<file path="src/rtl/pred_alu_pkg.sv">
package pred_alu_pkg;

  typedef enum logic [3:0] {
    OP_AND = 4'b0000, OP_EOR = 4'b0001, OP_SUB = 4'b0010, OP_RSB = 4'b0011,
    OP_ADD = 4'b0100, OP_ADC = 4'b0101, OP_SBC = 4'b0110, OP_RSC = 4'b0111,
    OP_TST = 4'b1000, OP_TEQ = 4'b1001, OP_CMP = 4'b1010, OP_CMN = 4'b1011,
    OP_ORR = 4'b1100, OP_MOV = 4'b1101, OP_BIC = 4'b1110, OP_MVN = 4'b1111
  } alu_op_e;

  typedef enum logic [3:0] {
    CC_EQ = 4'd0,  CC_NE = 4'd1,  CC_CS = 4'd2,  CC_CC = 4'd3,
    CC_MI = 4'd4,  CC_PL = 4'd5,  CC_VS = 4'd6,  CC_VC = 4'd7,
    CC_HI = 4'd8,  CC_LS = 4'd9,  CC_GE = 4'd10, CC_LT = 4'd11,
    CC_GT = 4'd12, CC_LE = 4'd13, CC_AL = 4'd14, CC_NV = 4'd15
  } cond_e;

  typedef struct packed {
    logic n;
    logic z;
    logic c;
    logic v;
  } nzcv_t;

  function automatic logic op_is_compare(alu_op_e op);
    return (op[3:2] == 2'b10);
  endfunction

endpackage

</file>
<file path="src/rtl/pred_cond_eval.sv">
module pred_cond_eval
  import pred_alu_pkg::*;
(
  input  cond_e cond,
  input  nzcv_t flg,
  output logic  pass
);

  always_comb begin
    unique case (cond)
      CC_EQ: pass = flg.z;
      CC_NE: pass = !flg.z;
      CC_CS: pass = flg.c;
      CC_CC: pass = !flg.c;
      CC_MI: pass = flg.n;
      CC_PL: pass = !flg.n;
      CC_VS: pass = flg.v;
      CC_VC: pass = !flg.v;
      CC_HI: pass = flg.c && !flg.z;
      CC_LS: pass = !flg.c || flg.z;
      CC_GE: pass = (flg.n == flg.v);
      CC_LT: pass = (flg.n != flg.v);
      CC_GT: pass = !flg.z && (flg.n == flg.v);
      CC_LE: pass = flg.z || (flg.n != flg.v);
      CC_AL: pass = 1'b1;
      default: pass = 1'b0;
    endcase
  end

endmodule

</file>
<file path="src/rtl/pred_alu_adder.sv">
module pred_alu_adder #(
  parameter int unsigned W = 32
) (
  input  logic [W-1:0] x,
  input  logic [W-1:0] y,
  input  logic         cin,
  output logic [W-1:0] sum,
  output logic         cout,
  output logic         ovf
);

  localparam int unsigned MSB = W - 1;

  logic [W:0] wide;

  always_comb begin
    wide = {1'b0, x} + {1'b0, y} + {{W{1'b0}}, cin};
    sum  = wide[W-1:0];
    cout = wide[W];
    ovf  = (x[MSB] == y[MSB]) && (wide[MSB] != x[MSB]);
  end

endmodule

</file>
<file path="src/rtl/pred_alu_datapath.sv">
module pred_alu_datapath
  import pred_alu_pkg::*;
#(
  parameter int unsigned W = 32
) (
  input  logic [W-1:0] a,
  input  logic [W-1:0] b,
  input  logic         shc,
  input  alu_op_e      op,
  input  nzcv_t        flg_in,
  output logic [W-1:0] result,
  output nzcv_t        flg_calc,
  output logic         is_cmp
);

  logic [W-1:0] add_x, add_y, add_sum;
  logic         add_cin, add_cout, add_ovf;
  logic         is_arith;

  always_comb begin
    add_x   = a;
    add_y   = b;
    add_cin = 1'b0;
    unique case (op)
      OP_ADD, OP_CMN: begin add_x = a; add_y = b;  add_cin = 1'b0;     end
      OP_ADC:         begin add_x = a; add_y = b;  add_cin = flg_in.c; end
      OP_SUB, OP_CMP: begin add_x = a; add_y = ~b; add_cin = 1'b1;     end
      OP_SBC:         begin add_x = a; add_y = ~b; add_cin = flg_in.c; end
      OP_RSB:         begin add_x = b; add_y = ~a; add_cin = 1'b1;     end
      OP_RSC:         begin add_x = b; add_y = ~a; add_cin = flg_in.c; end
      default:        begin add_x = a; add_y = b;  add_cin = 1'b0;     end
    endcase
  end

  pred_alu_adder #(.W(W)) u_adder (
    .x    (add_x),
    .y    (add_y),
    .cin  (add_cin),
    .sum  (add_sum),
    .cout (add_cout),
    .ovf  (add_ovf)
  );

  always_comb begin
    is_arith = 1'b0;
    unique case (op)
      OP_AND, OP_TST: result = a & b;
      OP_EOR, OP_TEQ: result = a ^ b;
      OP_ORR:         result = a | b;
      OP_BIC:         result = a & ~b;
      OP_MOV:         result = b;
      OP_MVN:         result = ~b;
      default: begin
        result   = add_sum;
        is_arith = 1'b1;
      end
    endcase
    is_cmp     = op_is_compare(op);
    flg_calc.n = result[W-1];
    flg_calc.z = (result == '0);
    flg_calc.c = is_arith ? add_cout : shc;
    flg_calc.v = is_arith ? add_ovf : flg_in.v;
  end

endmodule

</file>
<file path="src/rtl/pred_alu_stage.sv">
module pred_alu_stage
  import pred_alu_pkg::*;
#(
  parameter int unsigned DATA_W   = 32,
  parameter int unsigned RST_SYNC = 2
) (
  input  logic              clk,
  input  logic              rst_n,
  input  logic              op_valid,
  input  logic [DATA_W-1:0] op_a,
  input  logic [DATA_W-1:0] op_b,
  input  logic              shift_carry,
  input  logic [3:0]        opcode,
  input  logic [3:0]        cond,
  input  logic              set_flags,
  input  logic [3:0]        flags_in,
  output logic              res_valid,
  output logic              res_we,
  output logic [DATA_W-1:0] res_data,
  output logic [3:0]        nxt_flags
);

  // reset: asserted asynchronously, released through a short flop chain
  logic [RST_SYNC-1:0] rst_chain;
  logic                rst_int_n;

  always_ff @(posedge clk or negedge rst_n) begin
    if (!rst_n) rst_chain <= '0;
    else        rst_chain <= {rst_chain[RST_SYNC-2:0], 1'b1};
  end
  assign rst_int_n = rst_chain[RST_SYNC-1];

  // datapath
  nzcv_t             flg_cur, flg_calc;
  logic              cond_ok, is_cmp;
  logic [DATA_W-1:0] alu_res;

  assign flg_cur = nzcv_t'(flags_in);

  pred_cond_eval u_cond (
    .cond (cond_e'(cond)),
    .flg  (flg_cur),
    .pass (cond_ok)
  );

  pred_alu_datapath #(.W(DATA_W)) u_dp (
    .a        (op_a),
    .b        (op_b),
    .shc      (shift_carry),
    .op       (alu_op_e'(opcode)),
    .flg_in   (flg_cur),
    .result   (alu_res),
    .flg_calc (flg_calc),
    .is_cmp   (is_cmp)
  );

  // next state
  logic              valid_d, we_d;
  logic [DATA_W-1:0] data_d;
  logic [3:0]        flags_d;
  logic              upd_en;

  always_comb begin
    valid_d = op_valid;
    upd_en  = op_valid;
    we_d    = cond_ok && !is_cmp;
    data_d  = alu_res;
    flags_d = (cond_ok && (set_flags || is_cmp)) ? flg_calc : flg_cur;
  end

  // registers
  always_ff @(posedge clk or negedge rst_int_n) begin
    if (!rst_int_n) begin
      res_valid <= 1'b0;
      res_we    <= 1'b0;
      res_data  <= '0;
      nxt_flags <= '0;
    end else begin
      res_valid <= valid_d;
      if (upd_en) begin
        res_we    <= we_d;
        res_data  <= data_d;
        nxt_flags <= flags_d;
      end
    end
  end

endmodule

</file>
<file path="config.mk">
export PLATFORM = sky130hd
export DESIGN_NAME = pred_alu_stage
export DESIGN_NICKNAME = d
export VERILOG_FILES = /design/src/rtl/pred_alu_pkg.sv /design/src/rtl/pred_cond_eval.sv /design/src/rtl/pred_alu_adder.sv /design/src/rtl/pred_alu_datapath.sv /design/src/rtl/pred_alu_stage.sv
export SDC_FILE = /design/constraint.sdc
export NUM_CORES = 1
export LEC_CHECK = 0
export ABC_AREA = 1
export BUFFER_PORTS_ARGS = -buffer_cell sky130_fd_sc_hd__buf_2
export CAP_MARGIN = 20
export CORE_UTILIZATION = 49
export CTS_CLUSTER_SIZE = 40
export DETAILED_ROUTE_END_ITERATION = 8
export PLACE_DENSITY_LB_ADDON = 0.08
export SETUP_SLACK_MARGIN = 0.05
export SLEW_MARGIN = 30
export SYNTH_ARGS = -nofsm -noshare
export SYNTH_HDL_FRONTEND = slang
export SYNTH_SLANG_ARGS = --single-unit
</file>
<file path="constraint.sdc">
create_clock -name clk -period 3.7 [get_ports clk]
set_input_delay 0.37 -clock clk [delete_from_list [all_inputs] [get_ports clk]]
set_output_delay 0.37 -clock clk [all_outputs]
set_load 0.02 [all_outputs]
</file>
## Word level (Yosys, flattened, before mapping)

Cells that the tools add are included.

| word-level totals | value |
|---|---|
| input port bits | 81 |
| register bits | 40 |
| word-level logic and storage cells | 76 |

| operators by class | value |
|---|---|
| eq/ne operators | 32 |
| reductions and logical operators | 23 |
| $add $sub $neg | 2 |
| bitwise gates (word level) | 6 |
| muxes and demuxes | 8 |

Operators with widths:

| operator | count |
|---|---|
| one-hot mux 32 bit (6 select lines) | 1 |
| AND 32 bit | 2 |
| inverter 32 bit | 2 |
| one-hot mux 32 bit (2 select lines) | 1 |
| == test 4 bit, second input constant | 14 |
| adder 32 x 32 -> 33 bit | 1 |
| adder 33 x 1 -> 33 bit | 1 |
| zero test 32 bit | 1 |
| 2-to-1 mux 32 bit | 1 |
| bitwise OR 32 bit | 1 |
| XOR 32 bit | 1 |
| == test 4 x 3 -> 1 bit, second input constant | 7 |
| == test 4 x 2 -> 1 bit, second input constant | 4 |
| one-hot mux 1 bit (15 select lines) | 1 |
| OR reduction 3 bit | 3 |
| == test 4 x 1 -> 1 bit, second input constant | 2 |
| zero test 4 bit | 2 |
| OR reduction 8 bit | 1 |
| OR reduction 2 bit | 3 |
| logical AND 1 bit | 5 |
| zero test 1 bit | 5 |
| 2-to-1 mux 4 bit | 1 |
| logical OR 1 bit | 3 |
| == test 1 bit | 2 |
| 4 further kinds | 6 |

## Logic depth before layout (Yosys ltp)

| logic depth | value |
|---|---|
| depth in word-level cells | 9 |
| depth in mapped cells | 27 |

## Cells and area by module

A second synthesis with hierarchy kept.

| second synthesis, totals | value |
|---|---|
| cells, all modules | 1435 |
| area, all modules | 7596.0 um^2 |

Modules (own cells, without submodules):

| module | instances | area each (um^2) | sequential area each (um^2) | cells each |
|---|---|---|---|---|
| pred_alu_datapath | 1 | 3583.4 | 0.0 | 774 |
| pred_alu_adder | 1 | 2199.6 | 0.0 | 426 |
| pred_alu_stage | 1 | 1584.0 | 1001.0 | 180 |
| pred_cond_eval | 1 | 229.0 | 0.0 | 55 |

## Least setup slack after synthesis

No wires, ideal clock.

| timing | value |
|---|---|
| kind | input -> register |
| start point | input opcode[0] |
| end point | register nxt_flags[2] |
| stages | 25 |
| arrival | 3793 ps |
| buffers on the path | 3 |
| data required time | 3623 ps |
| path slack | -170 ps |
| library setup time | 77 ps |
| cell sequence | buf_2 nand2_1 nor2_1 buf_2 inv_1 o21ai_1 clkbuf_1 o221ai_1 fa_1 fa_1 nand2_1 nand2_1 nand3_1 nand2_1 nand2_1 nand2_1 nand2_1 nand3_1 nand3_1 nand2_1 nor2_1 nand2_1 nor2_1 nand3_1 a21oi_1 |

| between the ends | value |
|---|---|
| longest elaborated chain between the ends | 8 |
| elaborated cells on any way between the ends | 28 |

Ends and longest elaborated chain:

| item | RTL line | source |
|---|---|---|
| start: declaration | pred_alu_stage.sv:13 | `input logic [3:0] opcode,` |
| == test 4 x 2 -> 1 bit, or another cell as far along | pred_alu_datapath.sv:24 | `unique case (op)` |
| OR reduction 3 bit (no source line) / OR reduction 2 bit (equally long branches) | n/a |  |
| one-hot mux 32 bit (2 select lines) / 2-to-1 mux 32 bit (equally long branches) | pred_alu_datapath.sv:24 |  |
| adder 32 x 32 -> 33 bit | pred_alu_adder.sv:17 | `wide = {1'b0, x} + {1'b0, y} + {{W{1'b0}}, cin};` |
| adder 33 x 1 -> 33 bit | pred_alu_adder.sv:17 |  |
| one-hot mux 32 bit (6 select lines) (*) | pred_alu_datapath.sv:46 | `unique case (op)` |
| zero test 32 bit (*) | pred_alu_datapath.sv:60 | `flg_calc.z = (result == '0);` |
| 2-to-1 mux 4 bit (*) | pred_alu_stage.sv:68 | `flags_d = (cond_ok && (set_flags \|\| is_cmp)) ? flg_calc : flg_cur;` |
| end signal: assignment | pred_alu_stage.sv:83 | `nxt_flags <= flags_d;` |
| end: declaration | pred_alu_stage.sv:20 | `output logic [3:0] nxt_flags` |

Mark *: on every way between the ends. The rest lies on a longest branch, timed or not.
A chain may end at the register's enable or synchronous reset.

## Worst setup path in the final report

| timing | value |
|---|---|
| start point | input opcode[1] |
| end point | register nxt_flags[2] |

The elaborated chain is that of the path after synthesis.

==> summary.md <==
| Metric | Value |
|---|---|
| Post-cts gate resize count | 0 |
| Post-synthesis cell count | 1345 |
| Area contributors post-synth | nand2_1 (25%), dfrtp_1 (13%), ha_1 (11%) |
| CP Launch Point | opcode[1] |
| Post-synth ARST share | 100% |
| Post-synthesis cell type count | 47 |
| Main combinational cell family by area after synthesis | simple AND/OR/NAND/NOR gates |
| Placer Congestion | about 1.0 |
| Status | finished with violations |
| Final-stage net count | between 1500 and 2000 |
| Synth Register Bits | 40 |
| Pre-CTS WS | 101 ps |
| Largest net degree at the start of global routing | 43 |
| Sink Count | 40 |
| DR pass1 iterations | 8 |
| Power Density | 306 mW/mm^2 |
| Setup_tns | 0 ps |
| Post-DP HPWL | 21.4 mm |
| Compound-Gate Fraction of Synth Area | 17.8% |
| Max Buffers Root-to-Sink | 2 |
| Area share of the largest cell type after synthesis | 24.8% |
| Max Cap Viol | 0 |
| Crit path time final | 3370 ps |
| Gr usage total | 34.5% |
| Critical path class | in2reg |
| Worst hold path class | reg2async |
| Cell taking the most area after synthesis | nand2_1 |
| IO Port Bufs | 118 |
| Vias/cell | 5.53 |
| CP required | 3870 ps |
| Initial Util | 50.7% |
| Crit-path max FO | 14 |
| Vias in the first global route | 8263 |
| Syn. warnings | 0 |
| Element type at the critical path end | register |
| Initial antenna violation count | 0 |
| DRC | 15 |
| Cell area after synthesis | 0.00745 mm^2 |
| Proportion of synthesized area in mux cells | 0% |
| Core Rows | 44 |
| Crit-path slowest cell | o21ai_1 |
| Fillers | 1551 |
| Launch point of the worst reg-to-reg path | res_data[20] |
| Final setup viols | 0 |
| Worst Path Arrival | around 3500 ps |
| EDFF count, synth | 0 |
| Simple-Gate Fraction of Synth Area | 42.0% |
| Final setup margin | 327 ps |
| Worst setup SP type | input port |
| Die Ht | roughly 130 um |
| Crit path cell chain | buf_2 -> nand2_1 -> nor2_4 -> inv_1 -> o21ai_2 -> buf_4 -> o221ai_1 -> ha_1 -> nand2_1 -> nor2_1 -> nand3_1 -> nand3_1 -> buf_4 -> nand2_1 -> nand2_1 -> nor2_1 -> o21ai_1 -> nor2_1 -> nand2_1 -> nor2_1 -> nand3_1 -> a21oi_1 |
| CP bufs+invs | 4 |
| Synth Area in Adders | 11.1% |
| CTS tree | built |
| Post-route ant nets | 0 |
| CTS Buf Count | 5 |
| Sequential fraction of the synthesis area | 13.4% |
| Xor/xnor share of the synthesized area | 2.00% |
| Initial DRC Count | 855 |
| Clock Latency Late Sink | a little under 300 ps |
| Final Max Slew Viols | 0 |
| Core footprint | about 0.015 mm^2 |
| Worst-path clk slew | 60 ps |
| Most frequent cell after synthesis | nand2_1 |
| Commonest cells post-synth | nand2_1 (491), inv_1 (197), nor2_1 (114), o21ai_0 (104), nand3_1 (84) |
| Area growth, synth to finish | 15.3% |
| Most used cell along the critical path | nand2_1 |
| First-pass GRT wire length | 43.1 mm |
| CTS root buf | clkbuf_16 |
| RSZ-0062 raised after global routing | false |
| Worst slew pin tran | 828 ps |
| Via count | 9173 |
| I/O Pins | 119 |
| Routed WL per cell | ~16 um |
| Syn Area/Cell | 5.54 um^2 |
| Top_reg_cell synth | dfrtp_1 |
| Worst vdd ir | 0.221 mV |
| Share of layout cells above drive strength 1 | 14.0% |
| H-tree levels | 2 |
| Leak | roughly 4.7 nW |
| Final hold vios | 0 |
| Die Area | 0.0157 mm^2 |
| Highest clock rate | 296 MHz |
| Chip width | about 130 um |
| Total congestion overflow | 0 |
| Final period utilization | 91.2% |
| Net Count, Synth | approximately 1500 |
| Clock skew | 2.70 ps |
| Final wirelength | 26.8 mm |
| Cell family with most CP delay | simple AND/OR/NAND/NOR gates |
| Slew headroom | 44.7% |
| Design Power | 2.63 mW |
| Antenna diodes | 0 |
| Failing checks | DRC |
| Slowest stage delay, CP | 400 ps |
==> path summary, 6_finish.rpt <==
check / endpoint / slack [ps] / depth (start not counted)
max: nxt_flags[2] / 330 / 22
min: res_data[21] / 290 / 1
max reg2reg: res_data[20] / 2900 / 2
min reg2reg: res_data[21] / 290 / 1
max in group asynchronous: res_data[2] / 3070 / 1
min in group clk: rst_chain[1] / 360 / 0
==> kinds of logic after synthesis <==
kind of cell,Yosys count
AO/OA/AOI/OAI,217
adder cells (fa/ha/maj),65
other,1
flip-flops,40
XOR/XNOR,17
AND/OR/NAND/NOR,755
buffers and inverters,250
==> sequential cells by signal, summed over array words and instances, names as in the netlist <==
| name | cells |
|---|---|
| nxt_flags | 4 |
| res_data | 32 |
| res_valid | 1 |
| res_we | 1 |
| rst_chain | 2 |
==> routing by layer <==
metal,up-vias,GRT usage [%],wire (um)
li1,4604,-,-
met1,4139,48.0,12400
met3,43,6.16,2420
met4,0,10.3,592
met2,387,54.3,11400
met5,-,0,0
==> area by class of cell <==
class | count | area, um^2 | area share (%)
multi-input cells | 1055 | 5450 | 63.5
clock buffers | 5 | 125 | 1.46
well taps | 184 | 230 | 2.68
clock inverters | 3 | 42.5 | 0.496
repair buffers | 168 | 968 | 11.3
flip-flops and latches | 40 | 1000 | 11.7
inverters | 203 | 764 | 8.91
==> per-stage QoR <==
stage	hold slack (ps)	util, %	cell area (um^2)	std cells
6_report	291	58.4	8580	1658
2_1_floorplan	74.4	-	7460	1345
3_3_place_gp	155	57.1	8390	1647
5_1_grt	361	58.4	8580	1658
4_1_cts	315	58.3	8570	1656
3_5_place_dp	156	57.1	8390	1647
==> timing repair <==
| action | in CTS | in global routing |
|---|---|---|
| hold buffers | 1 | 0 |
| endpoints found under the setup margin | 0 | 1 |
| setup buffers | 0 | 2 |
| endpoints found under the hold margin | 2 | 0 |
==> cells in the final DEF, fill, tap and decap left out, drive strengths merged, types with 2 or more instances in the layout <==
| cell type | synthesis | routed |
|---|---|---|
| ha | 63 | 63 |
| dfrtp | 40 | 40 |
| nand4 | 17 | 17 |
| and2 | 4 | 4 |
| nand3 | 84 | 84 |
| o221ai | 33 | 33 |
| nor3 | 18 | 18 |
| a311oi | 8 | 8 |
| inv | 201 | 201 |
| o21ai | 113 | 113 |
| buf | 22 | 167 |
| xor2 | 16 | 16 |
| nor4 | 2 | 2 |
| nor2 | 120 | 120 |
| nand2 | 498 | 498 |
| clkinv | 2 | 3 |
| or2 | 2 | 2 |
| a21oi | 40 | 40 |
| a31oi | 16 | 16 |
| clkbuf | 25 | 5 |
| nand3b | 10 | 10 |
| fa | 2 | 2 |
==> power breakdown <==
group,leakage (nW),switching [mW],internal [mW],total [mW]
clock,0.0798,0.181,0.317,0.498
combinational,4.19,1.03,0.543,1.57
sequential,0.475,0.0419,0.516,0.558
Power figures use the tool's default switching activity.
